--- src/rtl/mbox_pkg.sv ---
package mbox_pkg;
  localparam int unsigned OFS_EN0 = 32'h040;
  localparam int unsigned OFS_ST0 = 32'h050;
  localparam int unsigned OFS_EN1 = 32'h060;
  localparam int unsigned OFS_ST1 = 32'h070;
  localparam int unsigned OFS_FST = 32'h100;
  localparam int unsigned OFS_MST = 32'h140;
  localparam int unsigned OFS_DAT = 32'h180;

  typedef enum logic [2:0] {
    RG_NONE, RG_CTRL, RG_EN, RG_STAT, RG_FSTAT, RG_MSTAT, RG_DATA
  } reg_kind_e;
endpackage

--- src/rtl/mbox_arb.sv ---
module mbox_arb (
  input  logic       clk,
  input  logic       rst,
  input  logic [1:0] req,
  output logic [1:0] gnt,
  output logic       win
);
  logic last_q;

  always_comb begin
    win = (req == 2'b11) ? ~last_q : req[1];
    gnt = (req == 2'b00) ? 2'b00 : (win ? 2'b10 : 2'b01);
  end

  always_ff @(posedge clk) begin
    if (rst) last_q <= 1'b1;
    else if (|req) last_q <= win;
  end

  a_r1_onehot: assert property (@(posedge clk) disable iff (rst) $onehot0(gnt));
  a_r1_only_req: assert property (@(posedge clk) disable iff (rst) (gnt & ~req) == 2'b00);
  a_r1_rotate: assert property (@(posedge clk) disable iff (rst)
    (req == 2'b11 && gnt[0]) |=> (req != 2'b11 || gnt[1]));
endmodule

--- src/rtl/mbox_fifo.sv ---
module mbox_fifo #(
  parameter int DW    = 32,
  parameter int DEPTH = 4
) (
  input  logic                       clk,
  input  logic                       rst,
  input  logic                       push,
  input  logic                       pop,
  input  logic [DW-1:0]              din,
  output logic [DW-1:0]              head,
  output logic [$clog2(DEPTH+1)-1:0] cnt,
  output logic                       full,
  output logic                       empty
);
  localparam int PW = (DEPTH > 1) ? $clog2(DEPTH) : 1;
  localparam int CW = $clog2(DEPTH+1);

  logic [DW-1:0] mem [DEPTH];
  logic [PW-1:0] wp, rp;
  logic          do_push, do_pop;

  function automatic logic [PW-1:0] nxt(input logic [PW-1:0] p);
    return (p == PW'(DEPTH-1)) ? '0 : p + 1'b1;
  endfunction

  assign full    = (cnt == CW'(DEPTH));
  assign empty   = (cnt == '0);
  assign do_push = push && !full;
  assign do_pop  = pop && !empty;
  assign head    = mem[rp];

  always_ff @(posedge clk) begin
    if (do_push) mem[wp] <= din;
  end

  always_ff @(posedge clk) begin
    if (rst) begin
      wp  <= '0;
      rp  <= '0;
      cnt <= '0;
    end else begin
      if (do_push) wp <= nxt(wp);
      if (do_pop)  rp <= nxt(rp);
      case ({do_push, do_pop})
        2'b10:   cnt <= cnt + 1'b1;
        2'b01:   cnt <= cnt - 1'b1;
        default: cnt <= cnt;
      endcase
    end
  end

  a_r4_no_overflow: assert property (@(posedge clk) disable iff (rst) cnt <= CW'(DEPTH));
  a_r4_full_drop: assert property (@(posedge clk) disable iff (rst)
    (push && full && !pop) |=> $stable(cnt));
  a_r4_empty_pop: assert property (@(posedge clk) disable iff (rst)
    (pop && empty && !push) |=> $stable(cnt));
endmodule

--- src/rtl/mbox_irqstat.sv ---
module mbox_irqstat #(
  parameter int NCH  = 8,
  parameter int USER = 0
) (
  input  logic             clk,
  input  logic             rst,
  input  logic [NCH-1:0]   active,
  input  logic [NCH-1:0]   snd_is1,
  input  logic [NCH-1:0]   empty,
  input  logic [NCH-1:0]   full,
  input  logic             clr_we,
  input  logic [2*NCH-1:0] clr_mask,
  output logic [2*NCH-1:0] stat
);
  localparam int SW = 2*NCH;
  localparam bit ME = (USER != 0);

  logic [SW-1:0] cond, cond_q, clr_ok;

  always_comb begin
    for (int n = 0; n < NCH; n++) begin
      cond[2*n]     = active[n] && (snd_is1[n] != ME) && !empty[n];
      cond[2*n+1]   = active[n] && (snd_is1[n] == ME) && !full[n];
      clr_ok[2*n]   = clr_we && clr_mask[2*n] && empty[n];
      clr_ok[2*n+1] = clr_we && clr_mask[2*n+1];
    end
  end

  always_ff @(posedge clk) begin
    if (rst) begin
      cond_q <= '0;
      stat   <= '0;
    end else begin
      cond_q <= cond;
      stat   <= (stat & ~clr_ok) | (cond & ~cond_q);
    end
  end

  for (genvar n = 0; n < NCH; n++) begin : g_chk
    a_r9_rx_hold: assert property (@(posedge clk) disable iff (rst)
      (stat[2*n] && !empty[n]) |=> stat[2*n]);
    a_r8_rx_set: assert property (@(posedge clk) disable iff (rst)
      (cond[2*n] && !cond_q[2*n]) |=> stat[2*n]);
  end
endmodule

--- src/rtl/ipc_mailbox.sv ---
module ipc_mailbox
  import mbox_pkg::*;
#(
  parameter int NCH   = 8,
  parameter int DEPTH = 4,
  parameter int DW    = 32,
  parameter int AW    = 9
) (
  input  logic                clk,
  input  logic                rst,
  input  logic [1:0]          bus_req,
  input  logic [1:0]          bus_we,
  input  logic [1:0][AW-1:0]  bus_addr,
  input  logic [1:0][DW-1:0]  bus_wdata,
  output logic [1:0]          bus_gnt,
  output logic [1:0]          bus_rvalid,
  output logic [1:0][DW-1:0]  bus_rdata,
  output logic [1:0]          irq
);
  localparam int CHW   = (NCH > 1) ? $clog2(NCH) : 1;
  localparam int CW    = $clog2(DEPTH+1);
  localparam int NCTRL = (NCH + 3) / 4;
  localparam int CIW   = (NCTRL > 1) ? $clog2(NCTRL) : 1;
  localparam int SW    = 2*NCH;

  logic            usr, acc, w, side;
  logic [AW-1:0]   a;
  logic [31:0]     a32;
  logic [DW-1:0]   wd, rval;
  reg_kind_e       kind;
  logic [CHW-1:0]  chn;
  logic [CIW-1:0]  cidx;

  logic [NCH-1:0]  dir_rx, dir_tx, active, snd_is1;
  logic [NCH-1:0]  push, pop, full, empty;
  logic [DW-1:0]   head [NCH];
  logic [CW-1:0]   cnt  [NCH];
  logic [1:0][SW-1:0] en_q;
  logic [SW-1:0]   stat [2];

  mbox_arb u_arb (.clk(clk), .rst(rst), .req(bus_req), .gnt(bus_gnt), .win(usr));

  assign acc     = |bus_gnt;
  assign a       = bus_addr[usr];
  assign w       = bus_we[usr];
  assign wd      = bus_wdata[usr];
  assign a32     = 32'(a);
  assign chn     = a[2 +: CHW];
  assign cidx    = a[2 +: CIW];
  assign active  = dir_rx ^ dir_tx;
  assign snd_is1 = dir_rx;

  always_comb begin
    side = 1'b0;
    kind = RG_NONE;
    if (a32 < 32'(4*NCTRL))                                 kind = RG_CTRL;
    else if (a32 == OFS_EN0 || a32 == OFS_EN1) begin        kind = RG_EN;   side = (a32 == OFS_EN1); end
    else if (a32 == OFS_ST0 || a32 == OFS_ST1) begin        kind = RG_STAT; side = (a32 == OFS_ST1); end
    else if (a32 >= OFS_FST && a32 < OFS_FST + 32'(4*NCH))  kind = RG_FSTAT;
    else if (a32 >= OFS_MST && a32 < OFS_MST + 32'(4*NCH))  kind = RG_MSTAT;
    else if (a32 >= OFS_DAT && a32 < OFS_DAT + 32'(4*NCH))  kind = RG_DATA;
  end

  always_comb begin
    push = '0;
    pop  = '0;
    for (int n = 0; n < NCH; n++) begin
      if (acc && kind == RG_DATA && chn == CHW'(n) && active[n]) begin
        if (w && snd_is1[n] == usr)  push[n] = 1'b1;
        if (!w && snd_is1[n] != usr) pop[n]  = 1'b1;
      end
    end
  end

  always_ff @(posedge clk) begin
    if (rst) begin
      dir_rx <= '0;
      dir_tx <= '0;
      en_q   <= '0;
    end else if (acc && w) begin
      if (kind == RG_CTRL) begin
        for (int n = 0; n < NCH; n++) begin
          if (CIW'(n/4) == cidx) begin
            dir_rx[n] <= wd[8*(n%4)];
            dir_tx[n] <= wd[8*(n%4)+4];
          end
        end
      end
      if (kind == RG_EN) en_q[side] <= wd[SW-1:0];
    end
  end

  for (genvar n = 0; n < NCH; n++) begin : g_ch
    mbox_fifo #(.DW(DW), .DEPTH(DEPTH)) u_fifo (
      .clk(clk), .rst(rst), .push(push[n]), .pop(pop[n]), .din(wd),
      .head(head[n]), .cnt(cnt[n]), .full(full[n]), .empty(empty[n]));
  end

  for (genvar u = 0; u < 2; u++) begin : g_usr
    mbox_irqstat #(.NCH(NCH), .USER(u)) u_stat (
      .clk(clk), .rst(rst), .active(active), .snd_is1(snd_is1),
      .empty(empty), .full(full),
      .clr_we(acc && w && kind == RG_STAT && side == 1'(u)),
      .clr_mask(wd[SW-1:0]), .stat(stat[u]));
  end

  always_comb begin
    rval = '0;
    case (kind)
      RG_CTRL: begin
        for (int n = 0; n < NCH; n++) begin
          if (CIW'(n/4) == cidx) begin
            rval[8*(n%4)]   = dir_rx[n];
            rval[8*(n%4)+4] = dir_tx[n];
          end
        end
      end
      RG_EN:    rval[SW-1:0] = en_q[side];
      RG_STAT:  rval[SW-1:0] = stat[side];
      RG_FSTAT: rval[0]      = full[chn];
      RG_MSTAT: rval[CW-1:0] = cnt[chn];
      RG_DATA:  if (|pop && !empty[chn]) rval = head[chn];
      default:  rval = '0;
    endcase
  end

  always_ff @(posedge clk) begin
    if (rst) begin
      bus_rvalid <= '0;
      bus_rdata  <= '0;
      irq        <= '0;
    end else begin
      for (int u = 0; u < 2; u++) begin
        bus_rvalid[u] <= bus_gnt[u] && !bus_we[u];
        if (bus_gnt[u] && !bus_we[u]) bus_rdata[u] <= rval;
        irq[u] <= |(stat[u] & en_q[u]);
      end
    end
  end

  a_r7_recv_push_ignored: assert property (@(posedge clk) disable iff (rst)
    (acc && w && kind == RG_DATA && active[chn] && snd_is1[chn] != usr)
      |=> (cnt[$past(chn)] == $past(cnt[chn])));
  for (genvar u = 0; u < 2; u++) begin : g_irqchk
    a_r11_masked_low: assert property (@(posedge clk) disable iff (rst)
      ((stat[u] & en_q[u]) == '0) |=> !irq[u]);
  end
endmodule

--- config.mk ---
export PLATFORM = sky130hd
export DESIGN_NAME = ipc_mailbox
export DESIGN_NICKNAME = d
export VERILOG_FILES = /design/src/rtl/mbox_pkg.sv /design/src/rtl/mbox_arb.sv /design/src/rtl/mbox_fifo.sv /design/src/rtl/mbox_irqstat.sv /design/src/rtl/ipc_mailbox.sv
export SDC_FILE = /design/constraint.sdc
export NUM_CORES = 1
export LEC_CHECK = 0
export BUFFER_PORTS_ARGS = -buffer_cell sky130_fd_sc_hd__buf_2
export CORE_AREA = 8 8 354 391
export DETAILED_ROUTE_END_ITERATION = 8
export DIE_AREA = 0 0 362 399
export SLEW_MARGIN = 20
export SYNTH_ARGS = -nofsm -noshare
export SYNTH_HDL_FRONTEND = slang
export SYNTH_HIERARCHICAL = 1
export SYNTH_SLANG_ARGS = --single-unit
--- constraint.sdc ---
create_clock -name clk -period 3.8 [get_ports clk]
set_clock_uncertainty 0.05 [all_clocks]
set_input_delay 0.38 -clock clk [delete_from_list [all_inputs] [get_ports clk]]
set_output_delay 0.38 -clock clk [all_outputs]
set_load 0.05 [all_outputs]
==> flow_metrics.py <==
metrics = {
    "synthesis": {
        "synth_area_per_cell_um2": 16.8,
        "synth_seq_area_share": 0.685,
        "ys.flop_type": "edfxtp_1",
        "syn_inst": 3112,
        "async_flop_share": 0,
        "yosys_warnings": 6,
        "synth.top_cells.by_area": "edfxtp_1 59%, mux4_2 12%, dfxtp_1 9.7%",
        "syn_nets": 3256,
        "netlist.area_leader.share": 0.588,
        "synth_edf_count": 1024,
        "synth-seq-cells": 1277,
        "synth_area_leader_cell": "edfxtp_1",
        "synth_cell_types": 85,
        "syn_area_um2": 52300,
    },
    "cts": {
        "cts_tree": "done",
        "clkSinkCount": 1277,
        "ctsResizeCount": 0,
        "numCtsBuffers": 137,
        "clock_path_buffers": 3,
        "ctsRootBufferMaster": "clkbuf_16",
        "clkTransAtPathRegs_ns": 0.06,
        "postCtsSetupBuffers": 0,
        "cts.htree.levels": 4,
        "clk_latency_ns": 0.73,
    },
    "cells_and_area": {
        "fin_util": 0.464,
        "num-nets-final": 3567,
        "nFillCells": 11200,
        "finalInstanceArea_um2": 61000,
        "layout-drive-gt1-share": 0.281,
        "area_growth_syn_to_layout_pct": 16.7,
    },
    "sta": {
        "final.setup.tns_ns": 0,
        "setup-violations-final": 0,
        "relSlewSlack": 0.434,
        "post-route-period-util": 0.937,
        "rsz0062_at_grt": "false",
        "max_slew.worst_pin.slew_ns": 0.849,
        "hold_viol": 0,
        "drv_slew": 0,
        "fmaxAchievable_mhz": 281,
        "fin_crit_ns": 3.56,
    },
    "grt": {
        "grt_pass1_wl_um": 218000,
        "grt_pass1_vias": 30400,
        "overflow": 0,
        "grt_max_degree": 66,
        "antenna_found_initial": 1,
        "grt_use_total": 0.206,
    },
    "route": {
        "first_pass_iters": 5,
        "postRouteAntennaNets": 0,
        "via_count": 30700,
        "routed_wl_um": 152000,
        "post_drt_wl_per_cell_um": 28.6,
        "initialDrtViolationCount": 3494,
        "drc": 0,
        "viasPerCell": 5.78,
    },
    "power": {
        "power.leakage_nw": 19.8,
        "max-vdd-ir-drop_uv": 361,
        "p_per_area_nw_per_um2": 488,
        "p_total_mw": 29.8,
    },
    "outcome": {
        "outcome": "finished, final reports clean",
    },
    "floorplanning": {
        "io_pins": 158,
        "start_util": 0.397,
        "die-area_um2": 144000,
        "floorplan.core_area_um2": 132000,
        "die_w_um": 362,
        "die_h_um": 399,
        "row_count": 140,
    },
    "hold_path": {
        "min_path_type": "in -> reg",
    },
    "setup_path": {
        "arrival_ns": 4.16,
        "cp.required_ns": 4.40,
        "crit_path_max_incr_delay_ns": 0.41,
        "cp_max_fo": 15,
        "start_kind": "flip-flop",
        "crit_chain": "nand2_1 -> and2_4 -> nor4b_2 -> o2111ai_1 -> nand2b_1 -> nor3_1 -> and2_4 -> inv_1 -> ha_1 -> inv_1 -> fa_1 -> xor2_1 -> or3_2 -> a21oi_1",
        "cp-end-kind": "flip-flop",
        "crit_type": "reg -> reg",
        "cp_slowest_cell": "nor4b_2",
    },
    "placement": {
        "placed_area_um2": 56600,
        "place_hpwl_um": 95900,
        "place_congestion": 0.883,
        "io_buffers": 157,
    },
    "job": {
        "drv_cap": 0,
    },
}
sequential cells by signal, summed over array words and instances, names as in the netlist, named ones only:
name                 cells
dir_rx                   8
g_ch.u_fifo/cnt         24
g_ch.u_fifo/rp          16
irq                      2
bus_rvalid               2
u_arb/last_q             1
g_usr.u_stat/cond_q     32
dir_tx                   8
en_q                    32
g_ch.u_fifo/mem       1024
bus_rdata               64
g_usr.u_stat/stat       32
g_ch.u_fifo/wp          16
cell type report:
class	count	area [um2]	area share
flip-flops and latches	1277	35800	0.587
repair buffers	369	3100	0.0507
clock inverters	69	594	0.00974
multi-input cells	1518	15100	0.247
well taps	1775	2220	0.0364
diodes	1	2.50	0.0000410
clock buffers	178	3760	0.0616
inverters	120	450	0.00738
final timing paths:
check                     start  slack [ns]                    end  cells after the start
setup / recovery   u_arb/last_q        0.24  g_ch[0].u_fifo/cnt[2]                     14
hold reg to reg   bus_rdata[59]        0.40          bus_rdata[59]                      2
setup reg to reg   u_arb/last_q        0.24  g_ch[0].u_fifo/cnt[2]                     14
hold / removal     bus_wdata[9]        0.05                en_q[9]                      3
what timing repair did:
action / in CTS / in global routing
hold endpoints to repair: 3 / 0
hold buffers: 4 / 0
setup endpoints to repair: 0 / 0
logic make-up (layout without fill, tap and decap cells):
group                    Yosys count  after routing  share of synthesized area
flip-flops                      1277           1277                      0.685
AND/OR/NAND/NOR                  595            595                     0.0649
AO/OA/AOI/OAI                    484            484                     0.0693
multiplexers                     351            351                      0.132
buffers and inverters            317            736                     0.0283
adder cells (fa/ha/maj)           56             56                     0.0146
XOR/XNOR                          32             32                    0.00536
other                              0              1                          0
cells in the mapped netlist, types with 21 or more instances:
library cell,instances
buf_4,31
nor3_1,28
nand2_1,183
inv_1,120
buf_1,32
mux2_2,24
o221ai_1,52
ha_1,48
dfxtp_1,253
a21oi_1,98
a32o_1,32
clkbuf_1,69
mux4_2,269
mux2i_1,55
edfxtp_1,1024
a31oi_1,35
nand3_1,49
and3_2,24
nor2_1,159
xor2_1,24
buf_2,48
o22ai_1,21
a211oi_1,78
o2111ai_1,26
worst max-delay path: cells and delay by family (launching register included):
family          cells  cell delay (ns)
compound gates      2             0.49
xor+xnor            1             0.07
fa+ha+maj           2             0.39
buf+inv             2             0.12
flops               1             0.33
simple gates        7             2.01
through the flow:
stage / cells / setup slack (ns) / hold WS, ns
CTS: 5306 / 0.254 / 0.00678
finish: 5307 / 0.239 / 0.0497
global route: 5306 / 0.0276 / 0.0637
detailed placement: 5055 / 0.132 / 0.395
global placement: 5055 / 0.219 / 0.389
floorplan: 3112 / 0.0729 / 0.396
where the power goes:
group          total [mW]  switching (mW)  internal [mW]
Combinational        1.56            1.17          0.393
Sequential           15.2          0.0211           15.2
Clock                13.0            5.39           7.58
Total                29.8            6.58           23.2
routing by layer:
| metal | share of wire | up-vias | global-route usage |
|---|---|---|---|
| met5 | 0 | - | 0 |
| met4 | 0.034 | 0 | 0.0734 |
| met3 | 0.079 | 241 | 0.0367 |
| met2 | 0.47 | 1406 | 0.334 |
| met1 | 0.41 | 15900 | 0.280 |
| li1 | - | 13100 | - |
cell usage in the layout, fill, tap and decap left out, types with 11 or more instances in the layout:
| cell | instances |
|---|---|
| a2111oi_0 | 11 |
| a211oi_1 | 78 |
| a21oi_1 | 98 |
| a311oi_1 | 20 |
| a31oi_1 | 35 |
| a32o_1 | 32 |
| and2_1 | 13 |
| and3_2 | 32 |
| and4bb_2 | 13 |
| buf_12 | 56 |
| buf_2 | 156 |
| buf_4 | 152 |
| clkbuf_1 | 28 |
| clkbuf_16 | 141 |
| clkinv_1 | 26 |
| clkinv_2 | 23 |
| dfxtp_1 | 237 |
| dfxtp_2 | 16 |
| edfxtp_1 | 1024 |
| ha_1 | 48 |
| inv_1 | 120 |
| mux2_2 | 24 |
| mux2i_1 | 53 |
| mux4_2 | 269 |
| nand2_1 | 183 |
| nand3_1 | 49 |
| nor2_1 | 159 |
| nor3_1 | 28 |
| nor4b_4 | 16 |
| o2111ai_1 | 26 |
| o21ai_0 | 16 |
| o221ai_1 | 52 |
| o22ai_1 | 21 |
| o31ai_1 | 11 |
| or3b_1 | 11 |
| xor2_1 | 24 |
No activity file was read; power rests on OpenSTA's default activity.
